### src/rtl/rs_pkg.sv
// Package: shared types for the reservation station core.
// Assumes: nothing beyond IEEE 1800-2017.
package rs_pkg;
    // Life cycle of one reservation station.
    typedef enum logic [1:0] {
        ST_FREE = 2'd0,
        ST_WAIT = 2'd1,
        ST_EXEC = 2'd2,
        ST_DONE = 2'd3
    } st_e;
endpackage

### src/rtl/tag_regfile.sv
// Module: tag_regfile
// Architectural registers, each with a valid bit and the tag of its
// latest writer. An allocation marks a register pending on a new tag and
// takes priority over a broadcast in the same cycle. A broadcast fills a
// register only when it is pending on exactly that tag.
// Assumes: at most one allocation and one broadcast per cycle.
module tag_regfile #(
    parameter int NREG = 8,
    parameter int NRS  = 4,
    parameter int DW   = 16,
    parameter int NRP  = 3,
    localparam int TW  = $clog2(NRS),
    localparam int RW  = $clog2(NREG)
) (
    input  logic                     clk,
    input  logic                     rst_n,
    input  logic                     wr_en,
    input  logic [RW-1:0]            wr_reg,
    input  logic [TW-1:0]            wr_tag,
    input  logic                     bc_valid,
    input  logic [TW-1:0]            bc_tag,
    input  logic [DW-1:0]            bc_value,
    input  logic [NRP-1:0][RW-1:0]   rp_addr,
    output logic [NRP-1:0]           rp_valid,
    output logic [NRP-1:0][TW-1:0]   rp_tag,
    output logic [NRP-1:0][DW-1:0]   rp_value,
    output logic [NREG-1:0]          reg_valid_vec,
    output logic [NREG-1:0][TW-1:0]  reg_tag_vec
);
    logic [NREG-1:0]          rv;
    logic [NREG-1:0][TW-1:0]  rt;
    logic [NREG-1:0][DW-1:0]  rd;

    // Register state: reset to value = index, rename on allocation, fill on tag match.
    always_ff @(posedge clk) begin
        for (int i = 0; i < NREG; i++) begin
            if (!rst_n) begin
                rv[i] <= 1'b1;
                rt[i] <= '0;
                rd[i] <= DW'(i);
            end else if (wr_en && wr_reg == RW'(i)) begin
                rv[i] <= 1'b0;
                rt[i] <= wr_tag;
            end else if (!rv[i] && bc_valid && rt[i] == bc_tag) begin
                rv[i] <= 1'b1;
                rd[i] <= bc_value;
            end
        end
    end

    // Read ports: plain lookups of the stored state.
    always_comb begin
        for (int p = 0; p < NRP; p++) begin
            rp_valid[p] = rv[rp_addr[p]];
            rp_tag[p]   = rt[rp_addr[p]];
            rp_value[p] = rd[rp_addr[p]];
        end
    end

    assign reg_valid_vec = rv;
    assign reg_tag_vec   = rt;
endmodule

### src/rtl/rs_array.sv
// Module: rs_array
// The reservation stations. Each station waits for two operands, snoops
// the broadcast bus for its pending tags, is dispatched when both operands
// hold values, takes its result from its functional unit and frees itself
// when its own tag is broadcast. Also picks the lowest free station for
// allocation and the lowest ready station for dispatch.
// Assumes: the functional units always accept a dispatch; done_valid is
// only acted on for a station in the executing state.
module rs_array
    import rs_pkg::*;
#(
    parameter int NRS = 4,
    parameter int DW  = 16,
    localparam int TW = $clog2(NRS)
) (
    input  logic                     clk,
    input  logic                     rst_n,
    input  logic                     alloc_en,
    input  logic [1:0]               alloc_v,
    input  logic [1:0][TW-1:0]       alloc_t,
    input  logic [1:0][DW-1:0]       alloc_d,
    input  logic                     bc_valid,
    input  logic [TW-1:0]            bc_tag,
    input  logic [DW-1:0]            bc_value,
    input  logic [NRS-1:0]           done_valid,
    input  logic [NRS*DW-1:0]        done_value,
    output logic                     free_any,
    output logic [TW-1:0]            free_idx,
    output logic [NRS-1:0]           free_vec,
    output logic [NRS-1:0]           ready_vec,
    output logic [NRS-1:0]           exec_vec,
    output logic [NRS-1:0]           done_vec,
    output logic                     disp_valid,
    output logic [TW-1:0]            disp_idx,
    output logic [DW-1:0]            disp_op_a,
    output logic [DW-1:0]            disp_op_b,
    output logic [NRS-1:0][DW-1:0]   res_all
);
    logic [NRS-1:0][DW-1:0] opa_all;
    logic [NRS-1:0][DW-1:0] opb_all;

    for (genvar i = 0; i < NRS; i++) begin : g_st
        st_e                  st;
        logic [1:0]           ov;
        logic [1:0][TW-1:0]   ot;
        logic [1:0][DW-1:0]   od;
        logic [DW-1:0]        res;

        // Station life cycle: allocate, snoop, dispatch, complete, free.
        always_ff @(posedge clk) begin
            if (!rst_n) begin
                st  <= ST_FREE;
                ov  <= '0;
                ot  <= '0;
                od  <= '0;
                res <= '0;
            end else begin
                case (st)
                    ST_FREE: begin
                        if (alloc_en && free_idx == TW'(i)) begin
                            st <= ST_WAIT;
                            ov <= alloc_v;
                            ot <= alloc_t;
                            od <= alloc_d;
                        end
                    end
                    ST_WAIT: begin
                        for (int k = 0; k < 2; k++) begin
                            if (!ov[k] && bc_valid && ot[k] == bc_tag) begin
                                ov[k] <= 1'b1;
                                od[k] <= bc_value;
                            end
                        end
                        if (disp_valid && disp_idx == TW'(i)) begin
                            st <= ST_EXEC;
                        end
                    end
                    ST_EXEC: begin
                        if (done_valid[i]) begin
                            st  <= ST_DONE;
                            res <= done_value[i*DW +: DW];
                        end
                    end
                    default: begin
                        if (bc_valid && bc_tag == TW'(i)) begin
                            st <= ST_FREE;
                        end
                    end
                endcase
            end
        end

        assign free_vec[i]  = (st == ST_FREE);
        assign ready_vec[i] = (st == ST_WAIT) && ov[0] && ov[1];
        assign exec_vec[i]  = (st == ST_EXEC);
        assign done_vec[i]  = (st == ST_DONE);
        assign opa_all[i]   = od[0];
        assign opb_all[i]   = od[1];
        assign res_all[i]   = res;
    end

    // Allocation pick: lowest-index free station.
    always_comb begin
        free_any = 1'b0;
        free_idx = '0;
        for (int i = NRS - 1; i >= 0; i--) begin
            if (free_vec[i]) begin
                free_any = 1'b1;
                free_idx = TW'(i);
            end
        end
    end

    // Dispatch pick: lowest-index station with both operands valid.
    always_comb begin
        disp_valid = 1'b0;
        disp_idx   = '0;
        for (int i = NRS - 1; i >= 0; i--) begin
            if (ready_vec[i]) begin
                disp_valid = 1'b1;
                disp_idx   = TW'(i);
            end
        end
    end

    assign disp_op_a = opa_all[disp_idx];
    assign disp_op_b = opb_all[disp_idx];
endmodule

### src/rtl/cdb_arbiter.sv
// Module: cdb_arbiter
// Grants the single broadcast bus to the finished station that has waited
// longest. Every finished station keeps its place in a completion queue;
// the station at place zero wins. Stations finishing in the same cycle
// join the queue in index order behind those already waiting.
// Assumes: a station arrives only from the executing state and leaves
// only by being granted.
module cdb_arbiter #(
    parameter int NRS = 4,
    localparam int TW = $clog2(NRS),
    localparam int PW = (NRS > 1) ? $clog2(NRS) : 1,
    localparam int CW = $clog2(NRS + 1)
) (
    input  logic            clk,
    input  logic            rst_n,
    input  logic [NRS-1:0]  done_vec,
    input  logic [NRS-1:0]  arrive_vec,
    output logic            grant_valid,
    output logic [TW-1:0]   grant_idx,
    output logic [NRS-1:0]  grant_vec
);
    logic [NRS-1:0][PW-1:0] pos;
    logic [NRS-1:0][CW-1:0] slot;
    logic [CW-1:0]          n_done;
    logic [CW-1:0]          base;
    logic [CW-1:0]          run;

    // Winner: the finished station at the head of the queue.
    always_comb begin
        grant_vec   = '0;
        grant_valid = 1'b0;
        grant_idx   = '0;
        for (int i = 0; i < NRS; i++) begin
            if (done_vec[i] && pos[i] == '0) begin
                grant_vec[i] = 1'b1;
                grant_valid  = 1'b1;
                grant_idx    = TW'(i);
            end
        end
    end

    // Queue places for stations arriving this cycle.
    always_comb begin
        n_done = '0;
        for (int i = 0; i < NRS; i++) begin
            n_done = n_done + CW'(done_vec[i]);
        end
        base = n_done - CW'(grant_valid);
        run  = '0;
        for (int i = 0; i < NRS; i++) begin
            slot[i] = base + run;
            run     = run + CW'(arrive_vec[i]);
        end
    end

    // Queue update: new arrivals take their place, waiters move up on a grant.
    always_ff @(posedge clk) begin
        for (int i = 0; i < NRS; i++) begin
            if (!rst_n) begin
                pos[i] <= '0;
            end else if (arrive_vec[i]) begin
                pos[i] <= PW'(slot[i]);
            end else if (done_vec[i] && grant_valid && !grant_vec[i]) begin
                pos[i] <= pos[i] - PW'(1);
            end
        end
    end
endmodule

### src/rtl/tomasulo_core.sv
// Module: tomasulo_core
// Top of the renaming core: stations, tag register file and bus arbiter.
// Renames the two sources of an accepted instruction, bypassing a value
// that is broadcast in the allocation cycle, and drives the bus from the
// granted station's result.
// Assumes: the external functional units accept every dispatch and report
// each result on the done lines of its station.
module tomasulo_core
    import rs_pkg::*;
#(
    parameter int NRS  = 4,
    parameter int NREG = 8,
    parameter int DW   = 16,
    localparam int TW  = $clog2(NRS),
    localparam int RW  = $clog2(NREG)
) (
    input  logic              clk,
    input  logic              rst_n,
    input  logic              in_valid,
    output logic              in_ready,
    input  logic [RW-1:0]     in_dst,
    input  logic [RW-1:0]     in_src_a,
    input  logic [RW-1:0]     in_src_b,
    output logic              disp_valid,
    output logic [TW-1:0]     disp_tag,
    output logic [DW-1:0]     disp_op_a,
    output logic [DW-1:0]     disp_op_b,
    input  logic [NRS-1:0]    done_valid,
    input  logic [NRS*DW-1:0] done_value,
    output logic              cdb_valid,
    output logic [TW-1:0]     cdb_tag,
    output logic [DW-1:0]     cdb_value,
    input  logic [RW-1:0]     rd_addr,
    output logic              rd_valid,
    output logic [TW-1:0]     rd_tag,
    output logic [DW-1:0]     rd_value
);
    localparam int NRP = 3;

    logic                     alloc_en;
    logic                     free_any;
    logic [TW-1:0]            free_idx;
    logic [NRS-1:0]           free_vec;
    logic [NRS-1:0]           ready_vec;
    logic [NRS-1:0]           exec_vec;
    logic [NRS-1:0]           done_vec;
    logic [NRS-1:0]           grant_vec;
    logic [NRS-1:0][DW-1:0]   res_all;
    logic [NRP-1:0][RW-1:0]   rp_addr;
    logic [NRP-1:0]           rp_valid;
    logic [NRP-1:0][TW-1:0]   rp_tag;
    logic [NRP-1:0][DW-1:0]   rp_value;
    logic [NREG-1:0]          reg_valid_vec;
    logic [NREG-1:0][TW-1:0]  reg_tag_vec;
    logic [1:0]               src_v;
    logic [1:0][TW-1:0]       src_t;
    logic [1:0][DW-1:0]       src_d;

    assign in_ready = free_any;
    assign alloc_en = in_valid && free_any;
    assign rp_addr  = {rd_addr, in_src_b, in_src_a};

    // Source renaming: register value, same-cycle broadcast, or pending tag.
    always_comb begin
        for (int k = 0; k < 2; k++) begin
            src_t[k] = rp_tag[k];
            if (rp_valid[k]) begin
                src_v[k] = 1'b1;
                src_d[k] = rp_value[k];
            end else if (cdb_valid && cdb_tag == rp_tag[k]) begin
                src_v[k] = 1'b1;
                src_d[k] = cdb_value;
            end else begin
                src_v[k] = 1'b0;
                src_d[k] = '0;
            end
        end
    end

    tag_regfile #(
        .NREG (NREG),
        .NRS  (NRS),
        .DW   (DW),
        .NRP  (NRP)
    ) u_rf (
        .clk           (clk),
        .rst_n         (rst_n),
        .wr_en         (alloc_en),
        .wr_reg        (in_dst),
        .wr_tag        (free_idx),
        .bc_valid      (cdb_valid),
        .bc_tag        (cdb_tag),
        .bc_value      (cdb_value),
        .rp_addr       (rp_addr),
        .rp_valid      (rp_valid),
        .rp_tag        (rp_tag),
        .rp_value      (rp_value),
        .reg_valid_vec (reg_valid_vec),
        .reg_tag_vec   (reg_tag_vec)
    );

    rs_array #(
        .NRS (NRS),
        .DW  (DW)
    ) u_rs (
        .clk        (clk),
        .rst_n      (rst_n),
        .alloc_en   (alloc_en),
        .alloc_v    (src_v),
        .alloc_t    (src_t),
        .alloc_d    (src_d),
        .bc_valid   (cdb_valid),
        .bc_tag     (cdb_tag),
        .bc_value   (cdb_value),
        .done_valid (done_valid),
        .done_value (done_value),
        .free_any   (free_any),
        .free_idx   (free_idx),
        .free_vec   (free_vec),
        .ready_vec  (ready_vec),
        .exec_vec   (exec_vec),
        .done_vec   (done_vec),
        .disp_valid (disp_valid),
        .disp_idx   (disp_tag),
        .disp_op_a  (disp_op_a),
        .disp_op_b  (disp_op_b),
        .res_all    (res_all)
    );

    cdb_arbiter #(
        .NRS (NRS)
    ) u_arb (
        .clk         (clk),
        .rst_n       (rst_n),
        .done_vec    (done_vec),
        .arrive_vec  (exec_vec & done_valid),
        .grant_valid (cdb_valid),
        .grant_idx   (cdb_tag),
        .grant_vec   (grant_vec)
    );

    assign cdb_value = res_all[cdb_tag];
    assign rd_valid  = rp_valid[2];
    assign rd_tag    = rp_tag[2];
    assign rd_value  = rp_value[2];
endmodule

### config.mk
export PLATFORM = sky130hd
export DESIGN_NAME = tomasulo_core
export DESIGN_NICKNAME = d
export VERILOG_FILES = /design/src/rtl/rs_pkg.sv /design/src/rtl/tag_regfile.sv /design/src/rtl/rs_array.sv /design/src/rtl/cdb_arbiter.sv /design/src/rtl/tomasulo_core.sv
export SDC_FILE = /design/constraint.sdc
export NUM_CORES = 1
export LEC_CHECK = 0
export BUFFER_PORTS_ARGS = -buffer_cell sky130_fd_sc_hd__buf_2
export CORE_MARGIN = 2
export CORE_UTILIZATION = 31
export CTS_BUF_LIST = sky130_fd_sc_hd__clkbuf_4 sky130_fd_sc_hd__clkbuf_8
export CTS_CLUSTER_DIAMETER = 150
export DETAILED_ROUTE_END_ITERATION = 8
export MAX_ROUTING_LAYER = met4
export SYNTH_ARGS = -nofsm -noshare
export SYNTH_HDL_FRONTEND = slang
export SYNTH_HIERARCHICAL = 1
export SYNTH_SLANG_ARGS = --single-unit
### constraint.sdc
create_clock -name clk -period 4.95 [get_ports clk]
set_input_delay 0.495 -clock clk [delete_from_list [all_inputs] [get_ports clk]]
set_output_delay 0.495 -clock clk [all_outputs]
set_load 0.1 [all_outputs]
# Word level (Yosys, flattened, before mapping)
# Index checks and enable logic that the tools add are counted.
# Widths: inputs -> output; s select.
[totals]
reg_bits = 384
latchBits = 0
ram_bits = 0
mem_bits_ro = 0
in_bits = 83
out_inout_bits = 74
wordCells = 442
mem_count = 0
[op_classes]
add_sub_neg = 13
multipliers = 0
div = 0
order_cmp = 5
n_eq_ne = 66
n_shift = 0
muxes = 134
bitwise_logic = 9
n_reduce_logical = 155
[op_table]
columns = ["operator", "n"]
rows = [
  ["$mux 16", 18],
  ["$pmux 32 s2", 4],
  ["$bmux 16 s3", 3],
  ["$mux 32", 4],
  ["$bmux 16 s2", 3],
  ["$mux 2", 41],
  ["$logic_and 1x1->1", 75],
  ["$mux 1", 47],
  ["$eq 2x2->1", 18],
  ["$ne 2x1->1 const B", 16],
  ["$reduce_and 2->1", 16],
  ["$reduce_bool 2->1", 16],
  ["$eq 2x2->1 const B", 14],
  ["$pmux 2 s3", 4],
  ["$reduce_and 3->1", 8],
  ["$logic_not 2->1", 11],
  ["$logic_not 1->1", 20],
  ["$bmux 2 s3", 3],
  ["$pmux 2 s2", 4],
  ["$reduce_and 4->1", 4],
  ["$reduce_bool 4->1", 4],
  ["$eq 2x1->1 const B", 7],
  ["$eq 3x3->1 const B", 4],
  ["$lt 3x4->1 const B", 3],
  ["13 further kinds", 35],
]

# Depth between registers and ports, before layout
# Gate-level depths: netlist of run 1.
[logic_depth]
depth_word = 11
depth_mapped = 14
depth_no_buf = 13

# Modules after synthesis
# The synthesis of run 1 kept the hierarchy.
[modules_own_cells]
columns = ["module", "instances", "cells_each", "area_each_um2", "seq_area_each_um2"]
rows = [
  ["rs_array", 1, 1231, 11651.2, 4484.3],
  ["tag_regfile", 1, 780, 9260.1, 3042.9],
  ["tomasulo_core", 1, 107, 1114.8, 0.0],
  ["cdb_arbiter", 1, 90, 758.2, 160.2],
]

# Least setup slack after synthesis of run 1
# Ideal clock, no wire load.
[synth_path]
path_type = "register to register"
start = "register u_arb/pos[4] in the netlist's numbering"
end = "register u_rs/g_st[2].od[0] in the netlist's numbering"
setup_ns = 0.116
arrival_time_ns = 5.529
required_ns = 4.834
setup_slack_ns = -0.695
path_stages_with_launch = 11
n_path_buf = 1
period_less_slack_ns = 5.645
cell_sequence = "dfxtp_1 inv_1 ha_1 and2_1 o21ai_0 buf_6 mux4_1 a41o_1 mux2i_1 nand3_1 o211a_1"
[synth_lines]
columns = ["item", "line", "source"]
rows = [
  ["start, declared", "cdb_arbiter.sv:22", "logic [NRS-1:0][PW-1:0] pos;"],
  ["start signal, assigned by index", "cdb_arbiter.sv:62", "pos[i] <= PW'(slot[i]);"],
  ["start signal, assigned by index", "cdb_arbiter.sv:64", "pos[i] <= pos[i] - PW'(1);"],
  ["end signal, assigned", "rs_array.sv:64", "od <= alloc_d;"],
  ["end signal, assigned by index", "rs_array.sv:71", "od[k] <= bc_value;"],
  ["end, declared", "rs_array.sv:46", "logic [1:0][DW-1:0] od;"],
]

# Final worst setup path of run 1
[layout_path]
start = "register u_rs.g_st[1].st[1]"
end = "output port disp_op_b[0]"
[layout_between]
elab_chain_cells = 7
[layout_rtl]
columns = ["item", "line", "source"]
rows = [
  ["start, declared", "rs_array.sv:43", "st_e st;"],
  ["start signal, assigned", "rs_array.sv:52", "st <= ST_FREE;"],
  ["start signal, assigned", "rs_array.sv:61", "st <= ST_WAIT;"],
  ["start signal, assigned", "rs_array.sv:75", "st <= ST_EXEC;"],
  ["$eq 2x1->1", "rs_array.sv:94", "assign ready_vec[i] = (st == ST_WAIT) && ov[0] && ov[1];"],
  ["$logic_and 1x1->1 (2 in series)", "rs_array.sv:94", ""],
  ["net ready_vec[1]", "tomasulo_core.sv:44", "logic [NRS-1:0] ready_vec;"],
  ["$mux 2 (2 in series)", "rs_array.sv:119", "if (ready_vec[i]) begin"],
  ["$bmux 16 s2", "rs_array.sv:127", "assign disp_op_b = opb_all[disp_idx];"],
  ["$mux 16 (implied by the code)", "rs_array.sv:127", ""],
  ["end, declared", "tomasulo_core.sv:27", "output logic [DW-1:0] disp_op_b,"],
]
# The timed path passes the listed nets, and every way through them passes these cells. The select of a mux whose other input is x is not followed.

==> results of run 1 <==
-- flip-flops by register name (all words and copies together) (netlist names) --
signal and flops:
u_rs/g_st.res 64, u_rf/reg_valid_vec 8, u_arb/pos 8, u_rs/g_st.st 8, u_rs/g_st.od 128, u_rs/g_st.ot 16
u_rs/g_st.ov 8, u_rf/rd 128, u_rf/reg_tag_vec 16
-- report_power, final --
group	switching, mW	internal (mW)
logic	2.60	1.04
registers	0.215	3.41
clock network	1.39	1.82
-- worst paths after layout --
kind	endpoint	depth (start not counted)	slack, ns	startpoint
max reg2reg	u_rs/g_st[1].ov[1]	11	0.88	u_rs/g_st[0].st[0]
min	u_rs/g_st[2].res[8]	3	0.09	done_value[40]
max	disp_op_b[0]	8	0.51	u_rs/g_st[1].st[1]
min reg2reg	u_rs/g_st[3].res[9]	2	0.45	u_rs/g_st[3].res[9]
-- layout make-up --
type,count,area [um^2],share of cell area [%]
antenna,3,7.51,0.0295
sequential,384,7690,30.2
clock buffer,112,1380,5.41
clock inverter,11,90.1,0.354
inverter,39,146,0.575
tap,959,1200,4.71
timing repair buffer,208,1190,4.69
multi-input combinational,1554,13800,54.0
-- routing by layer --
layer | up-vias | GRT usage [%]
met5 | - | -
li1 | 8330 | -
met1 | 9268 | 25.5
met3 | 134 | 3.85
met2 | 783 | 32.1
met4 | 0 | 8.17
-- stage by stage --
step           util [%]  hold WS [ns]  power [mW]
6_report           35.0        0.0914        10.5
5_1_grt            35.0        0.0734        10.9
4_1_cts            35.0        0.0472        10.5
3_5_place_dp       32.9         0.445        7.30
3_3_place_gp       32.9         0.438        7.23
2_1_floorplan         -         0.430        6.40
-- worst min-delay path: cells and delay by family --
family / cells / cell delay [ns]
buf+inv: 1 / 0.09
simple gates: 1 / 0.05
compound gates: 1 / 0.05
==> metrics, run 1 <==
run status finished clean; Detailed Place HPWL 50300 um; clock tree from TritonCTS done; Layout Nets 2374; final cell area excluding filler cells 0.0255 mm^2; DR pass1 iterations 5; fin crit share 89.7%; area inside the core boundary 0.0728 mm^2; worst slack at placement 0.920 ns; path class of the lowest-slack min-delay path in -> reg; synthesized area per cell 10.3 um^2; Met3 Routed Length 5460 um; I/O pins 157; Reg clk slew, reported paths 0.06 ns; worst max-slew margin expressed relative to the limit 13.4%; maximum fanout along the worst path 40; Final Hold Vio Count 0; Least-Margin Pin Slew 1.30 ns; Finished Layout Cells 3270; die outline width 275 um; Max H-tree Level 3; worst-case vdd ir drop 0.000262 V; summed negative setup slack over all endpoints 0 ns; pwr dens 411 mW/mm^2; minimum clock period after layout 4.44 ns; critical path launch point type register; kind of cell adding the most delay to the critical path simple AND/OR/NAND/NOR gates; post-CTS repair timing setup buffer count 0; length of routed wiring on met1 32100 um; total wirelength of the detailed-routed design 75800 um; DRT iter0 DRCs 1669; area grow syn2layout 11.8%; net count after synthesis 2321; root buffer cell clkbuf_8; worst-case clock skew 0.0280 ns; via count of the first global-routing pass 18644; number of fillers in the final layout 7337; total global-route track usage 20.3%; final global-route overflow total 0; signal arrival time at the worst endpoint 3.95 ns; Worst path max stage delay 0.62 ns; Leakage 10.9 nW; number of antenna violations at the first check in global routing 3; Setup WS post-layout 0.509 ns; Resized cells post-CTS 0; highest achievable clock rate 0.225 GHz; Critical Path RT 4.45 ns; Placement Cell Area 0.0240 mm^2; cell row count 99; Worst Path Class, Setup reg -> out; fraction of final layout cells with drive strength greater than 1 26.6%; synthesized instance count 2205; number of clock buffers inserted by TritonCTS 71; library cell contributing the largest single delay on the critical path nor2_2; antenna violation net count after detailed routing 0; critical-path cell list inv_1, ha_2, and3_2, nor2_2, buf_4, a22oi_1, o21ai_1, buf_2; count of placed standard cells including taps 3144; CP bufs+invs 3; number of buffers added to fix hold violations after cts 0; crit end category primary output; Slew Limit Fails 0; port bufs 156; routed wire length on met2 35600 um; commonest non-fill, non-tap cells in the layout dfxtp_1, nand2_1, mux2i_1; effective utilization at floorplan 31.3%; Residual DRC 0; first-pass GRT wire length 115000 um; average wire per standard cell 23.2 um; endpoints failing setup 0; maximum number of pins on one net before global-route repair 145; worst-case clock buffer depth 3; number of synthesis warnings 6; area of the mapped netlist 0.0228 mm^2; clock latency on the worst-skew pair 0.64 ns; height of the die 275 um; RD Place Congestion 0.844; most frequent standard cell in the layout excluding fill and tap cells dfxtp_1; setup repair after global routing missed its margin false; reported max-cap violation count 0; routed vias 18515; top layer reached by signal wires met4; Die Outline Area 0.0756 mm^2; # clock sinks 384; detail-routed via count per cell 5.66
Note: power is estimated with default switching activity, not from simulation.
==> inputs of run 2 (changes only) <==
--- a/config.mk
+++ b/config.mk
@@ -7,11 +7,12 @@
 export LEC_CHECK = 0
 export BUFFER_PORTS_ARGS = -buffer_cell sky130_fd_sc_hd__buf_2
 export CORE_MARGIN = 2
-export CORE_UTILIZATION = 31
+export CORE_UTILIZATION = 48
 export CTS_BUF_LIST = sky130_fd_sc_hd__clkbuf_4 sky130_fd_sc_hd__clkbuf_8
 export CTS_CLUSTER_DIAMETER = 150
 export DETAILED_ROUTE_END_ITERATION = 8
 export MAX_ROUTING_LAYER = met4
+export PLACE_DENSITY = 0.66
 export SYNTH_ARGS = -nofsm -noshare
 export SYNTH_HDL_FRONTEND = slang
 export SYNTH_HIERARCHICAL = 1
==> metrics, run 2 (same netlist as run 1, synthesis figures left out) <==
number of antenna violations at the first check in global routing 1 (was 3); worst reg2reg endpoint u_rs/g_st[0].ov[0] (was u_rs/g_st[1].ov[1]); # clock sinks 384 (unchanged); Slew Limit Fails 0 (unchanged); height of the die 222 um (was 275 um); root buffer cell clkbuf_8 (unchanged); Least-Margin Pin Slew 1.09 ns (was 1.30 ns); effective utilization at floorplan 48.8% (was 31.3%); DRT iter0 DRCs 1575 (was 1669); signal arrival time at the worst endpoint 3.98 ns (was 3.95 ns); run status complete, but fails checks (was finished clean); Worst Path Class, Setup reg -> out (unchanged); critical path launch point type register (unchanged); maximum number of pins on one net before global-route repair 122 (was 145); worst max-slew margin expressed relative to the limit 27.0% (was 13.4%); Detailed Place HPWL 45400 um (was 50300 um); first-pass GRT wire length 108000 um (was 115000 um); area inside the core boundary 0.0467 mm^2 (was 0.0728 mm^2); minimum clock period after layout 4.47 ns (was 4.44 ns); hold endpoint u_rs/g_st[3].res[10] (was u_rs/g_st[2].res[8]); worst flop-to-flop path startpoint u_rs/g_st[2].st[0] (was u_rs/g_st[0].st[0]); Die Outline Area 0.0492 mm^2 (was 0.0756 mm^2); worst-case clock skew 0.0243 ns (was 0.0280 ns); worst-case vdd ir drop 0.000295 V (was 0.000262 V); crit end category primary output (unchanged); Resized cells post-CTS 0 (unchanged); largest registers u_rf/rd x128, u_rs/g_st.od x128, u_rs/g_st.res x64 (unchanged); Layout Nets 2372 (was 2374); worst-case clock buffer depth 3 (unchanged); violated checks design-rule violations; Residual DRC 2 (was 0); number of clock buffers inserted by TritonCTS 69 (was 71); r2r setup slk 1.17 ns (was 0.88 ns); detail-routed via count per cell 6.32 (was 5.66); RD Place Congestion 0.852 (was 0.844); fin crit share 90.3% (was 89.7%); Max H-tree Level 3 (unchanged); DR pass1 iterations 8 (was 5); post-CTS repair timing setup buffer count 0 (unchanged); pwr dens 410 mW/mm^2 (was 411 mW/mm^2); highest achievable clock rate 0.224 GHz (was 0.225 GHz); path class of the lowest-slack min-delay path in -> reg (unchanged); Leakage 10.8 nW (was 10.9 nW); final global-route overflow total 0 (unchanged); Finished Core Util 53.5% (was 35.0%); clock latency on the worst-skew pair 0.65 ns (was 0.64 ns); setup repair after global routing missed its margin false (unchanged); final cell area excluding filler cells 0.0250 mm^2 (was 0.0255 mm^2); summed negative setup slack over all endpoints 0 ns (unchanged); total global-route track usage 28.7% (was 20.3%); count of cells along the worst hold path 3 (unchanged); endpoints failing setup 0 (unchanged); critical hold path startpoint done_value[58] (was done_value[40]); I/O pins 157 (unchanged); area grow syn2layout 9.63% (was 11.8%); Finished Layout Cells 2912 (was 3270); die outline width 222 um (was 275 um); commonest non-fill, non-tap cells in the layout dfxtp_1, nand2_1, mux2i_1 (unchanged); via count of the first global-routing pass 18518 (was 18644); depth of the worst register-to-register path 9 (was 11); most frequent standard cell in the layout excluding fill and tap cells dfxtp_1 (unchanged); count of placed standard cells including taps 2792 (was 3144); reported max-cap violation count 0 (unchanged); Critical Path RT 4.45 ns (about the same); routed vias 18403 (was 18515); Final Hold Vio Count 0 (unchanged); port bufs 156 (unchanged); average wire per standard cell 23.9 um (was 23.2 um); total wirelength of the detailed-routed design 69600 um (was 75800 um); cell row count 79 (was 99); Reg clk slew, reported paths 0.06 ns (about the same); antenna violation net count after detailed routing 0 (unchanged); Placement Cell Area 0.0236 mm^2 (was 0.0240 mm^2); maximum fanout along the worst path 37 (was 40); number of buffers added to fix hold violations after cts 0 (unchanged); fraction of final layout cells with drive strength greater than 1 26.5% (was 26.6%); clock tree from TritonCTS done (unchanged)
-- run 2: stage by stage --
step / hold WS [ns] / setup slack (ns) / total power, mW
4_1_cts: 0.0467 / 0.499 / 10.2
2_1_floorplan: 0.430 / 0.291 / 6.40
3_5_place_dp: 0.445 / 1.22 / 7.18
3_3_place_gp: 0.437 / 1.28 / 7.12
6_report: 0.0870 / 0.480 / 10.2
5_1_grt: 0.0828 / 0.302 / 10.6
-- run 2: cell type report --
class | count | area, um^2
fillers | 4154 | 21700
well taps | 607 | 759
inverters | 39 | 146
repair buffers | 208 | 1210
flip-flops and latches | 384 | 7690
diodes | 1 | 2.50
multi-input cells | 1554 | 13800
clock buffers | 109 | 1340
clock inverters | 10 | 61.3
-- run 2: how the worst max path moves through the flow --
stage	endpoint	from	cells after the start
3_3_place_gp	disp_op_a[8]	u_rs/g_st[0].st[1]	9
2_1_floorplan	u_rs/g_st[2].od[0]	u_arb/pos[4]	10
3_5_place_dp	disp_op_a[13]	u_rs/g_st[0].st[1]	9
6_report	disp_op_a[13]	u_rs/g_st[0].st[1]	9
5_1_grt	disp_op_a[1]	u_rs/g_st[0].st[1]	9
4_1_cts	disp_op_a[13]	u_rs/g_st[0].st[1]	9
-- run 2: worst max-delay path, cell delays in order (launching register included) --
cell and delay [ns]:
dfxtp_1 0.40, inv_1 0.09, ha_2 0.18, nand3_1 0.22, inv_2 0.36, nor4b_4 0.99, buf_4 0.37, a22oi_1 0.12
o21ai_1 0.14, buf_2 0.45
-- run 2: layer usage --
layer  part of all wire, %  track usage [%]
met5                     0                -
met4                   4.1             13.6
met3                   6.8             3.99
met2                    47             45.5
met1                    42             36.4
-- run 2: power by group --
part	switching, mW	internal, mW
registers	0.213	3.41
clock network	1.35	1.71
logic	2.50	1.04
total	4.07	6.16
==> inputs of run 3 (changes only) <==
--- a/config.mk
+++ b/config.mk
@@ -8,10 +8,9 @@
 export BUFFER_PORTS_ARGS = -buffer_cell sky130_fd_sc_hd__buf_2
 export CORE_MARGIN = 2
 export CORE_UTILIZATION = 48
-export CTS_BUF_LIST = sky130_fd_sc_hd__clkbuf_4 sky130_fd_sc_hd__clkbuf_8
+export CTS_BUF_LIST = sky130_fd_sc_hd__clkbuf_16
 export CTS_CLUSTER_DIAMETER = 150
 export DETAILED_ROUTE_END_ITERATION = 8
-export MAX_ROUTING_LAYER = met4
 export PLACE_DENSITY = 0.66
 export SYNTH_ARGS = -nofsm -noshare
 export SYNTH_HDL_FRONTEND = slang
==> metrics, run 3 (same netlist as run 1, synthesis figures left out) <==
Final Hold Vio Count 0 (unchanged); port bufs 156 (unchanged); cell row count 79 (unchanged); final hold slack 0.170 ns (was 0.0870 ns); Critical Path RT 4.45 ns (about the same); worst-case clock skew 0.0198 ns (was 0.0243 ns); Resized cells post-CTS 0 (unchanged); total global-route track usage 27.8% (was 28.7%); number of clock buffers inserted by TritonCTS 43 (was 69); average wire per standard cell 24.2 um (was 23.9 um); area grow syn2layout 10.1% (was 9.63%); maximum number of pins on one net before global-route repair 122 (unchanged); number of fillers in the final layout 4119 (was 4154); depth of the worst register-to-register path 10 (was 9); path class of the lowest-slack min-delay path in -> reg (unchanged); Leakage 10.9 nW (was 10.8 nW); root buffer cell clkbuf_16 (was clkbuf_8); critical path launch point type register (unchanged); worst-case vdd ir drop 0.000296 V (was 0.000295 V); critical hold path startpoint done_value[40] (was done_value[58]); Die Outline Area 0.0492 mm^2 (unchanged); Residual DRC 2 (unchanged); highest achievable clock rate 0.231 GHz (was 0.224 GHz); worst-case clock buffer depth 3 (unchanged); worst slack at placement 1.22 ns (unchanged); fin crit share 87.6% (was 90.3%); CP bufs+invs 4 (unchanged); commonest non-fill, non-tap cells in the layout dfxtp_1, nand2_1, mux2i_1 (unchanged); height of the die 222 um (unchanged); Worst Path Class, Setup reg -> out (unchanged); Worst path max stage delay 0.96 ns (was 0.99 ns); power spent charging and discharging nets 4.05 mW (was 4.07 mW); number of buffers added to fix hold violations after cts 0 (unchanged); hold endpoint u_rs/g_st[2].res[8] (was u_rs/g_st[3].res[10]); effective utilization at floorplan 48.8% (unchanged); library cell contributing the largest single delay on the critical path nor4b_4 (unchanged); Flop pwr share 34.1% (was 35.4%); first-pass GRT wire length 108000 um (about the same); most frequent standard cell in the layout excluding fill and tap cells dfxtp_1 (unchanged); critical-path cell list inv_1, ha_2, nand3_1, inv_2, nor4b_4, buf_4, a22oi_1, o21ai_0, buf_2 (was inv_1, ha_2, nand3_1, inv_2, nor4b_4, buf_4, a22oi_1, o21ai_1, buf_2); crit end category primary output (unchanged); DR pass1 iterations 8 (unchanged); clock latency on the worst-skew pair 0.57 ns (was 0.65 ns); Finished Layout Cells 2869 (was 2912); count of cells along the worst hold path 3 (unchanged); Slew Limit Fails 0 (unchanged); Max H-tree Level 2 (was 3); I/O pins 157 (unchanged); total stage count of the critical path 9 (unchanged); total wirelength of the detailed-routed design 69400 um (was 69600 um); post-CTS repair timing setup buffer count 0 (unchanged); detail-routed via count per cell 6.36 (was 6.32); Internal Dissipation 6.56 mW (was 6.16 mW); combinational share of power 33.4% (was 34.7%); routed vias 18247 (was 18403); setup repair after global routing missed its margin false (unchanged); endpoints failing setup 0 (unchanged); signal arrival time at the worst endpoint 3.84 ns (was 3.98 ns); Detailed Place HPWL 45400 um (unchanged); reported max-cap violation count 0 (unchanged); number of antenna violations at the first check in global routing 2 (was 1); Reg clk slew, reported paths 0.06 ns (about the same); footprint of the flip-flops and latches 0.00769 mm^2 (unchanged); Setup WS post-layout 0.614 ns (was 0.480 ns); worst max-slew margin expressed relative to the limit 28.9% (was 27.0%); largest registers u_rf/rd x128, u_rs/g_st.od x128, u_rs/g_st.res x64 (unchanged); clock tree from TritonCTS done (unchanged); Least-Margin Pin Slew 1.07 ns (was 1.09 ns); maximum fanout along the worst path 37 (unchanged); kind of cell adding the most delay to the critical path buffers and inverters (unchanged); final global-route overflow total 0 (unchanged); diodes inserted 0 (was 1); DRT iter0 DRCs 1564 (was 1575); worst flop-to-flop path startpoint u_rs/g_st[0].st[0] (was u_rs/g_st[2].st[0]); Multi-input gate area 0.0138 mm^2 (unchanged); PnR Total Power 10.6 mW (was 10.2 mW); count of placed standard cells including taps 2792 (unchanged); die outline width 222 um (unchanged); worst reg2reg endpoint u_rs/g_st[3].ov[1] (was u_rs/g_st[0].ov[0]); violated checks design-rule violations (unchanged); net switching share of the total power 38.2% (was 39.8%); area inside the core boundary 0.0467 mm^2 (unchanged); antenna violation net count after detailed routing 0 (unchanged); pwr dens 423 mW/mm^2 (was 410 mW/mm^2); summed negative setup slack over all endpoints 0 ns (unchanged); # clock sinks 384 (unchanged); Layout Nets 2346 (was 2372); r2r setup slk 1.20 ns (was 1.17 ns); via count of the first global-routing pass 18338 (was 18518); fraction of power consumed by the clock network 32.5% (was 29.9%); run status complete, but fails checks (unchanged); minimum clock period after layout 4.34 ns (was 4.47 ns); RD Place Congestion 0.839 (was 0.852); fraction of final layout cells with drive strength greater than 1 24.6% (was 26.5%)
[run 3: cell count changes in the layout (fill, tap and decap cells not counted), sizes merged]
cell,previous run,this run
bufinv,0,9
clkbuf,109,45
diode,1,0
inv,40,45
clkinvlp,3,0
clkinv,6,17
[run 3: per-stage QoR]
stage	utilization, %	instance area [um^2]
after global placement	50.5	23600
final	53.7	25100
after global routing	53.7	25100
after floorplan	-	22800
after CTS	53.7	25100
after detailed placement	50.5	23600
[run 3: layout make-up]
type                       instances  share of cell area, %
sequential                       384                   30.7
inverter                          39                  0.584
clock buffer                      45                   4.49
clock inverter                    32                   1.50
timing repair buffer             208                   4.81
tap                              607                   3.03
multi-input combinational       1554                   54.9
[run 3: power groups by stage]
stage / logic [mW] / clock network [mW] / registers, mW
detailed placement: 3.50 / 0 / 3.68
global placement: 3.46 / 0 / 3.67
floorplan: 2.79 / 0 / 3.61
finish: 3.55 / 3.44 / 3.62
global route: 3.73 / 3.63 / 3.65
CTS: 3.51 / 3.49 / 3.61
[run 3: how the worst max path moves through the flow]
| stage | start | end | slack, ns |
|---|---|---|---|
| floorplan | u_arb/pos[4] | u_rs/g_st[2].od[0] | 0.29 |
| global placement | u_rs/g_st[0].st[1] | disp_op_a[8] | 1.28 |
| detailed placement | u_rs/g_st[0].st[1] | disp_op_a[13] | 1.22 |
| CTS | u_rs/g_st[0].st[1] | disp_op_a[13] | 0.62 |
| global route | u_rs/g_st[0].st[1] | disp_op_a[1] | 0.38 |
| finish | u_rs/g_st[0].st[1] | disp_op_a[15] | 0.61 |
[run 3: metal layers]
layer,track usage (%),up-vias,routed length (um),share of wire [%]
met4,12.6,2,2930,4.2
li1,-,8266,-,-
met1,36.2,9043,28800,41
met3,4.17,159,4590,6.6
met5,0,-,13,0.019
met2,45.8,777,33100,48
[run 3: worst register-to-register path: stages, from the launching register on]
cell     delay, ns
dfxtp_1       0.36
inv_1         0.10
ha_1          0.50
nor2_1        0.10
nand2_1       0.10
and2_1        0.12
buf_4         0.24
or3b_1        0.46
o22ai_2       0.58
and2_1        0.85
o221a_1       0.29
